`config.mk`:
```
export PLATFORM = sky130hd
export DESIGN_NAME = usec_tick_timer
export DESIGN_NICKNAME = d
export VERILOG_FILES = /design/src/rtl/usec_tick_pkg.sv /design/src/rtl/usec_cfg_regs.sv /design/src/rtl/usec_frac_acc.sv /design/src/rtl/usec_counter.sv /design/src/rtl/usec_tick_timer.sv
export SDC_FILE = /design/constraint.sdc
export NUM_CORES = 1
export LEC_CHECK = 0
export ABC_CLOCK_PERIOD_IN_PS = 8600
export BUFFER_PORTS_ARGS = -buffer_cell sky130_fd_sc_hd__buf_4
export CORE_MARGIN = 2
export CORE_UTILIZATION = 55
export CTS_BUF_LIST = sky130_fd_sc_hd__clkbuf_8
export DETAILED_ROUTE_END_ITERATION = 12
export PLACE_DENSITY = 0.77
export SYNTH_ARGS = -nofsm -noshare
export SYNTH_HDL_FRONTEND = slang
export SYNTH_SLANG_ARGS = --single-unit
```
`constraint.sdc`:
```
create_clock -name clk -period 8.6 [get_ports clk]
set_input_delay 0.43 -clock clk [delete_from_list [all_inputs] [get_ports clk]]
set_output_delay 0.43 -clock clk [all_outputs]
set_load 0.01 [all_outputs]
```
`src/rtl/usec_tick_pkg.sv`:
```
package usec_tick_pkg;

  localparam int unsigned RATIO_FIELD_W = 8;

  typedef struct packed {
    logic [RATIO_FIELD_W-1:0] dividend_m1;
    logic [RATIO_FIELD_W-1:0] divisor_m1;
  } ratio_cfg_t;

  localparam int unsigned RATIO_W = 2 * RATIO_FIELD_W;

  // 12 MHz reference: one tick every twelve clocks
  localparam ratio_cfg_t RATIO_RST = '{dividend_m1: 8'h00, divisor_m1: 8'h0b};

endpackage

```
`src/rtl/usec_cfg_regs.sv`:
```
module usec_cfg_regs
  import usec_tick_pkg::*;
#(
  parameter int unsigned ADDR_W  = 8,
  parameter int unsigned DATA_W  = 32,
  parameter int unsigned CNT_W   = 32,
  parameter logic [ADDR_W-1:0] CNT_OFS = 8'h10,
  parameter logic [ADDR_W-1:0] CFG_OFS = 8'h14
) (
  input  logic              clk,
  input  logic              rst_n,
  input  logic              reg_we,
  input  logic [ADDR_W-1:0] reg_addr,
  input  logic [DATA_W-1:0] reg_wdata,
  input  logic [CNT_W-1:0]  cnt_i,
  output ratio_cfg_t        cfg_o,
  output logic              cfg_wr_o,
  output logic [DATA_W-1:0] reg_rdata
);

  ratio_cfg_t cfg_q;
  ratio_cfg_t cfg_d;
  logic       cfg_en;

  // Only the ratio offset is writable; everything else is dropped here
  always_comb begin
    cfg_en = reg_we && (reg_addr == CFG_OFS);
    cfg_d  = ratio_cfg_t'(reg_wdata[RATIO_W-1:0]);
  end

  always_ff @(posedge clk or negedge rst_n) begin
    if (!rst_n) begin
      cfg_q <= RATIO_RST;
    end else if (cfg_en) begin
      cfg_q <= cfg_d;
    end
  end

  always_comb begin
    reg_rdata = '0;
    if (reg_addr == CNT_OFS) begin
      reg_rdata[CNT_W-1:0] = cnt_i;
    end else if (reg_addr == CFG_OFS) begin
      reg_rdata[RATIO_W-1:0] = cfg_q;
    end
  end

  assign cfg_o    = cfg_q;
  assign cfg_wr_o = cfg_en;

endmodule

```
`src/rtl/usec_frac_acc.sv`:
```
module usec_frac_acc #(
  parameter int unsigned FIELD_W = 8
) (
  input  logic               clk,
  input  logic               rst_n,
  input  logic               clr_i,
  input  logic [FIELD_W-1:0] dividend_m1,
  input  logic [FIELD_W-1:0] divisor_m1,
  output logic               tick_nxt_o,
  output logic               tick_o
);

  localparam int unsigned ACC_W = FIELD_W + 2;

  logic [ACC_W-1:0] acc_q;
  logic [ACC_W-1:0] acc_d;
  logic [ACC_W-1:0] dividend;
  logic [ACC_W-1:0] divisor;
  logic [ACC_W-1:0] sum;
  logic             tick_q;
  logic             tick_d;

  always_comb begin
    dividend = {2'b00, dividend_m1} + ACC_W'(1);
    divisor  = {2'b00, divisor_m1} + ACC_W'(1);
    sum      = acc_q + dividend;
    if (clr_i) begin
      acc_d  = '0;
      tick_d = 1'b0;
    end else if (dividend >= divisor) begin
      // Ratio of one or more: tick every clock, keep no residue
      acc_d  = '0;
      tick_d = 1'b1;
    end else if (sum >= divisor) begin
      acc_d  = sum - divisor;
      tick_d = 1'b1;
    end else begin
      acc_d  = sum;
      tick_d = 1'b0;
    end
  end

  always_ff @(posedge clk or negedge rst_n) begin
    if (!rst_n) begin
      acc_q  <= '0;
      tick_q <= 1'b0;
    end else begin
      acc_q  <= acc_d;
      tick_q <= tick_d;
    end
  end

  assign tick_nxt_o = tick_d;
  assign tick_o     = tick_q;

endmodule

```
`src/rtl/usec_counter.sv`:
```
module usec_counter #(
  parameter int unsigned CNT_W = 32
) (
  input  logic             clk,
  input  logic             rst_n,
  input  logic             inc_i,
  output logic [CNT_W-1:0] cnt_o
);

  logic [CNT_W-1:0] cnt_q;
  logic [CNT_W-1:0] cnt_d;

  // Natural binary wrap from all ones to zero
  always_comb cnt_d = cnt_q + CNT_W'(1);

  always_ff @(posedge clk or negedge rst_n) begin
    if (!rst_n) begin
      cnt_q <= '0;
    end else if (inc_i) begin
      cnt_q <= cnt_d;
    end
  end

  assign cnt_o = cnt_q;

endmodule

```
`src/rtl/usec_tick_timer.sv`:
```
module usec_tick_timer
  import usec_tick_pkg::*;
#(
  parameter int unsigned ADDR_W  = 8,
  parameter int unsigned DATA_W  = 32,
  parameter int unsigned CNT_W   = 32,
  parameter logic [ADDR_W-1:0] CNT_OFS = 8'h10,
  parameter logic [ADDR_W-1:0] CFG_OFS = 8'h14
) (
  input  logic              clk,
  input  logic              rst_n,
  input  logic              reg_we,
  input  logic [ADDR_W-1:0] reg_addr,
  input  logic [DATA_W-1:0] reg_wdata,
  output logic [DATA_W-1:0] reg_rdata,
  output logic              tick_o
);

  ratio_cfg_t       cfg_q;
  logic             cfg_wr;
  logic             tick_nxt;
  logic [CNT_W-1:0] cnt_q;

  usec_cfg_regs #(
    .ADDR_W (ADDR_W),
    .DATA_W (DATA_W),
    .CNT_W  (CNT_W),
    .CNT_OFS(CNT_OFS),
    .CFG_OFS(CFG_OFS)
  ) u_regs (
    .clk      (clk),
    .rst_n    (rst_n),
    .reg_we   (reg_we),
    .reg_addr (reg_addr),
    .reg_wdata(reg_wdata),
    .cnt_i    (cnt_q),
    .cfg_o    (cfg_q),
    .cfg_wr_o (cfg_wr),
    .reg_rdata(reg_rdata)
  );

  usec_frac_acc #(
    .FIELD_W(RATIO_FIELD_W)
  ) u_acc (
    .clk        (clk),
    .rst_n      (rst_n),
    .clr_i      (cfg_wr),
    .dividend_m1(cfg_q.dividend_m1),
    .divisor_m1 (cfg_q.divisor_m1),
    .tick_nxt_o (tick_nxt),
    .tick_o     (tick_o)
  );

  usec_counter #(
    .CNT_W(CNT_W)
  ) u_cnt (
    .clk  (clk),
    .rst_n(rst_n),
    .inc_i(tick_nxt),
    .cnt_o(cnt_q)
  );

endmodule

```
==> impl_metrics.csv, run 1 <==
group,metric,value,unit
detailed_routing,wl_met3,624,um
clock_network,clk_path_buf_depth,2,
floorplanning,pin_count,76,
floorplanning,chipHeight,95.5,um
place,portBuffers,59,
critical_path,crit_buf_inv,1,
detailed_routing,drt_iter0_drc,291,
critical_path,crit_type,"flop to flop",
detailed_routing,detail_route.vias_per_cell,6.12,
floorplanning,fp.coreArea,8180,um2
global_route,grt_pass1_wl,18.7,mm
finish,drive_above_1_share,23.6,%
critical_path,path_depth,16,
finish,nets,605,
sta,relSlewSlack,25.2,%
place,placedCellCount,623,
logic_synthesis,ys.flop_type,"dfrtp_1",
floorplanning,die_x,95.5,um
critical_path,cp_max_fo,33,
global_route,grt_max_degree,60,
detailed_routing,wl_per_cell,17.6,um
sta,slew_violations,0,
sta,clock_skew,0.0142,ns
finish,post-route-util,64.5,%
detailed_routing,final_antenna_net_count,0,
clock_network,cts_setup_buffers,0,
critical_path,rr_endpoint,"u_cnt.cnt_o[1]$_DFFE_PN0P_",
critical_path,crit_end,"u_cnt.cnt_o[1]$_DFFE_PN0P_",
sta,fin_setup_tns,0,ns
critical_path,crit_required,8.85,ns
sta,fmax,0.216,GHz
outcome,status,"completed",
finish,n_fill_cell,688,
logic_synthesis,ys_seq_area_share,32.1,%
detailed_routing,vias,3910,
clock_network,cts-root-buf,"clkbuf_8",
clock_network,clock_sinks,59,
global_route,track_usage,26.4,%
sta,timing.final.crit_share,53.9,%
detailed_routing,drc,0,
clock_network,clk_pin_slew_worst_paths,0.07,ns
detailed_routing,firstDrtPassIters,5,
critical_path,reg2reg_from,"u_regs.cfg_o[8]$_DFFE_PN0P_",
sta,fin_crit,4.63,ns
power,powerDensity,277,nW/um2
worst_hold_path,hold_class,"input port to async pin",
critical_path,worstPathArrival,4.88,ns
finish,multi_input_comb_area,2940,um2
finish,area_growth,14.6,%
logic_synthesis,avgSynthCellArea,9.61,um2
clock_network,h-tree-depth,3,
clock_network,clock_latency,0.36,ns
global_route,antenna_found_initial,0,
critical_path,start_kind,"flop",
power,p_leak,0.00240,uW
critical_path,slowest_delay,0.49,ns
global_route,overflow,0,
clock_network,ctsHoldBuffers,0,
logic_synthesis,netlist_area,4600,um2
critical_path,r2r_slack,3.97,ns
detailed_routing,wl_met2,5.42,mm
place,gp_congestion,0.881,
run,drv_cap,0,
logic_synthesis,synth_seq_cells,59,
logic_synthesis,ys_top_cells_by_area,"dfrtp_1 30%, ha_1 8.4%, a311oi_2 7.5%, xor2_1 6.8%, mux2i_1 3.7%",
floorplanning,die_area,9120,um2
logic_synthesis,synth_edf_count,0,
global_route,grt_pass1_vias,3839,
finish,seq_area,1480,um2
critical_path,startpoint,"u_regs.cfg_o[8]$_DFFE_PN0P_",
detailed_routing,dr.max_layer_used,"met4",
critical_path,crit_family,"compound AO/OA/AOI/OAI gates",
logic_synthesis,synth_top_area_share,30.4,%
detailed_routing,met1_length,5.03,mm
floorplanning,rows,33,
logic_synthesis,synth-async-reset-ratio,100,%
logic_synthesis,yosys.area.top_type,"dfrtp_1",
critical_path,crit_path_end_kind,"flop",
critical_path,crit_chain,"ha_1, nand3_1, xnor2_1, ha_1, and2_4, a31oi_1, nand3b_1, xor2_1, ha_1, a211oi_1, o21bai_1, o21ai_0, nor2b_4, buf_4, a31oi_4, mux2_2",
critical_path,reg2reg_depth,16,
clock_network,cts_buffers,9,
finish,diodes,0,
logic_synthesis,yosysUniqueCellTypes,54,
logic_synthesis,yosysWarnings,0,
sta,finalSetupViolCount,0,
logic_synthesis,syn-num-nets,555,
power,vdd_ir_drop_max,138,uV
sta,finalHoldViolations,0,
finish,final_cells,639,
place,dpl.hpwl,8.06,mm
critical_path,crit_top_cell,"ha_1",
floorplanning,initial_core_util,56.3,%
sta,worst_pin_slew,1.12,ns
clock_network,cts-resized-gates,0,
logic_synthesis,syn_inst,479,
finish,mostFrequentLayoutCells,"62 x buf_4, 56 x dfrtp_1, 36 x xor2_1, 36 x nor2_1, 31 x ha_1",
sta,rsz0062_at_grt,"false",
clock_network,cts_tree,"built",
detailed_routing,wirelength,11.2,mm
critical_path,crit_slowest_cell,"buf_4",
finish,final_common_cell,"buf_4",
==> worst min-delay path by stage <==
stage,from,endpoint,cells after the start
after floorplan,rst_n,u_acc.acc_q[0]$_DFF_PN0_,0
after global placement,u_cnt.cnt_o[27]$_DFFE_PN0P_,u_cnt.cnt_o[27]$_DFFE_PN0P_,1
after detailed placement,u_cnt.cnt_o[30]$_DFFE_PN0P_,u_cnt.cnt_o[30]$_DFFE_PN0P_,1
after CTS,rst_n,u_regs.cfg_o[2]$_DFFE_PN0P_,1
after global routing,rst_n,u_regs.cfg_o[8]$_DFFE_PN0P_,1
final,rst_n,u_regs.cfg_o[2]$_DFFE_PN0P_,1
==> state kept, by name, indices dropped and copies added, names as in the netlist <==
| register | cells |
|---|---|
| u_acc.tick_o | 1 |
| u_cnt.cnt_o | 32 |
| u_regs.cfg_o | 16 |
| u_acc.acc_q | 10 |
==> report_power, final <==
group	switching [uW]	internal, uW	total (uW)
Clock	124	141	266
Sequential	49.7	336	386
Combinational	499	309	808
Total	673	786	1460
==> stage by stage <==
stage | worst slack (ns) | area (um2) | hold slack (ns) | total power (uW)
2_1_floorplan | 4.94 | 4600 | 0.134 | 1050
3_3_place_gp | 4.15 | 5070 | 0.472 | 1140
3_5_place_dp | 4.07 | 5070 | 0.475 | 1170
4_1_cts | 4.03 | 5280 | 0.169 | 1440
5_1_grt | 3.55 | 5280 | 0.207 | 1550
6_report | 3.97 | 5280 | 0.125 | 1460
==> worst reg2reg max path, cell delays in order (launching register included) <==
cell and delay, ns:
dfrtp_1 0.44, ha_1 0.21, nand3_1 0.12, xnor2_1 0.31, ha_1 0.37, and2_4 0.17
a31oi_1 0.20, nand3b_1 0.12, xor2_1 0.24, ha_1 0.32, a211oi_1 0.32, o21bai_1 0.14
o21ai_0 0.23, nor2b_4 0.34, buf_4 0.49, a31oi_4 0.18, mux2_2 0.32
==> synthesized netlist by cell type (3+ instances only) <==
master,n
xnor2_1,16
nor2_1,36
nand4b_1,3
dfrtp_1,56
o21ai_0,18
a211oi_1,6
mux2_2,14
nand3b_1,4
a311oi_2,23
a21oi_1,20
and3_1,9
buf_2,7
nand3_1,30
or2_2,3
nor2b_1,3
nor3_1,9
ha_1,31
clkbuf_1,9
inv_1,15
dfstp_2,3
nand2_1,27
nand2b_1,5
o21a_1,4
mux2i_1,17
a31oi_1,7
and4_1,4
and2_1,16
nand4_1,13
buf_1,3
xor2_1,36
==> routing by layer <==
| layer | GRT usage [%] | vias to the layer above |
|---|---|---|
| met5 | 0 | - |
| met2 | 42.4 | 137 |
| met1 | 36.2 | 1886 |
| met3 | 3.40 | 16 |
| met4 | 10.2 | 0 |
| li1 | - | 1871 |
==> cells by family after synthesis <==
logic type | synth area share, %
and+or+nand+nor | 19.3
AOI/OAI and AO/OA | 17.9
DFF | 32.1
xor gates and xnor gates | 9.89
buffers and inverters | 4.32
adders and majority gates | 9.29
muxes | 7.12
==> area by class of cell <==
cell class | count | area share [%]
clock buffers | 10 | 2.61
clock inverters | 6 | 1.21
inverters | 15 | 1.07
multi-input cells | 382 | 55.8
flip-flops and latches | 59 | 28.1
well taps | 105 | 2.49
repair buffers | 62 | 8.82
No activity file was read; power rests on OpenSTA's default activity.
==> run 2: changes to the inputs <==
Settings changed: ABC_CLOCK_PERIOD_IN_PS 8600 to 4200, CORE_UTILIZATION 55 to 53, PLACE_DENSITY 0.77 to 0.78.
Clock period 8.6 ns to 4.2 ns, I/O delays scaled along.
==> run 2 against run 1 <==
Flip-flop and latch count unchanged. Highest routed layer unchanged. Routed wire length increased by 0.66%. Sequential power increased by 100%. Largest cell class unchanged. Via count increased by 1.3%. Clock-buffer cell count unchanged. First-iteration DRC count increased by 1.4%. Combinational power increased by 120%. Setup slack got worse by 3.8 ns. Clock power increased by 100%. Fmax increased by 15%. Critical path type unchanged.
==> impl_metrics.csv, run 2 (synthesis gave the netlist of run 1 again) <==
group,metric,value,unit
critical_path,worstPathArrival,4.27,ns
global_route,met2_usage,37.8,%
clock_network,cts-root-buf,"clkbuf_8",
sta,worst_pin_slew,0.750,ns
run,drv_cap,0,
worst_hold_path,hold_depth,3,
detailed_routing,final_antenna_net_count,0,
critical_path,crit_required,4.44,ns
sta,clock_skew,0.00721,ns
power,powerDensity,577,nW/um2
power,p_switching,1410,uW
global_route,grt_pass1_wl,18.8,mm
place,post-place-ws,0.0344,ns
clock_network,cts_buffers,9,
critical_path,crit_path_end_kind,"flop",
power,power.share.switching,45.1,%
power,comb_power_share,57.7,%
clock_network,h-tree-depth,3,
power,p_seq_share,25.1,%
detailed_routing,vias,3960,
finish,area_growth,17.7,%
critical_path,reg2reg_from,"u_regs.cfg_o[8]$_DFFE_PN0P_",
sta,fin_ws,0.170,ns
place,portBuffers,59,
worst_hold_path,min-delay-start,"reg_wdata[0]",
floorplanning,initial_core_util,53.8,%
place,dpl.hpwl,8.24,mm
sta,finalSetupViolCount,0,
floorplanning,chipHeight,97.2,um
critical_path,rr_endpoint,"u_cnt.cnt_o[1]$_DFFE_PN0P_",
worst_hold_path,hold_class,"input port to flop",
worst_hold_path,holdPathEnd,"u_regs.cfg_o[0]$_DFFE_PN1P_",
critical_path,slowest_delay,0.40,ns
critical_path,crit_type,"flop to flop",
detailed_routing,detail_route.vias_per_cell,6.08,
power,p_leak,0.00248,uW
clock_network,cts_tree,"built",
place,placedCellCount,632,
detailed_routing,wl_per_cell,17.4,um
global_route,grt_pass1_vias,3797,
sta,relSlewSlack,50.0,%
clock_network,clk_pin_slew_worst_paths,0.07,ns
critical_path,start_kind,"flop",
critical_path,crit_top_cell,"ha_1",
detailed_routing,drt_iter0_drc,295,
global_route,overflow,0,
detailed_routing,drc,0,
floorplanning,fp.coreArea,8550,um2
finish,largest_register_ffs,32,
floorplanning,die_x,97.2,um
floorplanning,die_area,9450,um2
clock_network,clock_sinks,59,
floorplanning,rows,34,
sta,timing.final.crit_share,96.0,%
global_route,track_usage,24.6,%
clock_network,clk_path_buf_depth,2,
global_route,grt_max_degree,60,
critical_path,reg2reg_depth,17,
critical_path,r2r_slack,0.17,ns
power,vdd_ir_drop_max,275,uV
finish,diodes,0,
finish,post-route-util,63.4,%
detailed_routing,firstDrtPassIters,5,
floorplanning,pin_count,76,
critical_path,crit_slowest_cell,"dfrtp_1",
global_route,grt_use_met1,34.5,%
place,gp_congestion,0.893,
critical_path,crit_chain,"buf_4, and3_1, nand3_1, xnor2_2, ha_1, or2_2, a21oi_1, a31oi_1, xor2_1, ha_1, o21ai_0, o21bai_1, o21ai_1, nor2b_4, buf_12, a31oi_4, mux2_2",
power,pwr-share-clk,17.3,%
sta,fmax,0.248,GHz
power,internal_power,1720,uW
outcome,status,"completed",
sta,slew_violations,0,
critical_path,cp_max_fo,25,
detailed_routing,wirelength,11.3,mm
global_route,antenna_found_initial,0,
clock_network,clock_latency,0.35,ns
finish,nets,614,
sta,fin_crit,4.03,ns
finish,final_common_cell,"buf_4",
global_route,grtUsageMet3,5.76,%
global_route,grt-busiest-layer,"met2",
finish,mostFrequentLayoutCells,"67 x buf_4, 56 x dfrtp_1, 36 x xor2_1, 36 x nor2_1, 30 x ha_1",
finish,drive_above_1_share,25.8,%
sta,finalHoldViolations,0,
finish,final_cells,651,
## run 2: cell count changes in the layout (fill, tap and decap cells not counted), sizes merged
cell,change
buf,+8
dlygate4sd3,+1
## run 2: how the worst max path moves through the flow
stage / start / to / slack, ns / cells past startpoint
floorplan: u_regs.cfg_o[8]$_DFFE_PN0P_ / u_cnt.cnt_o[17]$_DFFE_PN0P_ / 0.54 / 17
global placement: u_regs.cfg_o[8]$_DFFE_PN0P_ / u_cnt.cnt_o[15]$_DFFE_PN0P_ / 0.14 / 17
detailed placement: u_regs.cfg_o[8]$_DFFE_PN0P_ / u_cnt.cnt_o[26]$_DFFE_PN0P_ / 0.03 / 17
CTS: u_regs.cfg_o[8]$_DFFE_PN0P_ / u_cnt.cnt_o[13]$_DFFE_PN0P_ / 0.009 / 17
global route: u_regs.cfg_o[8]$_DFFE_PN0P_ / u_cnt.cnt_o[13]$_DFFE_PN0P_ / -0.02 / 18
finish: u_regs.cfg_o[8]$_DFFE_PN0P_ / u_cnt.cnt_o[1]$_DFFE_PN0P_ / 0.17 / 17
## run 2: routing by layer
metal	share of wire, %	vias up
met4	1.6	0
met2	47	141
met3	5.5	20
met1	46	1920
li1	-	1879
met5	0	-
## run 2: worst max-delay path, delay by kind of cell (launching register included)
family	cells	cell delay, ns
xor gates and xnor gates	2	0.43
adders and majority gates	2	0.70
DFF	1	0.40
AOI/OAI and AO/OA	6	0.92
muxes	1	0.36
and+or+nand+nor	4	0.76
buffers and inverters	2	0.32
## run 2: power groups by stage
| stage | Combinational [uW] | Clock [uW] | Sequential, uW |
|---|---|---|---|
| 3_5_place_dp | 1720 | 0 | 793 |
| 2_1_floorplan | 1370 | 0 | 767 |
| 5_1_grt | 1980 | 578 | 801 |
| 3_3_place_gp | 1660 | 0 | 790 |
| 6_report | 1800 | 540 | 785 |
| 4_1_cts | 1740 | 551 | 783 |
## run 2: area by class of cell
type,instances,area [um2]
Fill cell,684,3130
Multi-Input combinational cell,382,2980
Sequential cell,59,1480
Timing Repair Buffer,71,573
Clock buffer,10,138
Tap cell,108,135
Clock inverter,6,63.8
Inverter,15,56.3
## run 2: metrics by stage
| step | TNS [ns] | power (uW) | area, um2 | hold WS (ns) |
|---|---|---|---|---|
| floorplan | 0 | 2140 | 4600 | -0.0856 |
| global placement | 0 | 2450 | 5160 | 0.323 |
| detailed placement | 0 | 2510 | 5160 | 0.329 |
| CTS | 0 | 3070 | 5370 | 0.0598 |
| global route | -0.0799 | 3360 | 5420 | 0.0617 |
| finish | 0 | 3130 | 5420 | 0.0702 |
## run 2: what timing repair did
action                                  CTS  global route
hold endpoints to repair                 56             0
resized for setup                         0             7
setup buffers                             0             2
endpoints found under the setup margin    0            39
hold buffers                              1             0
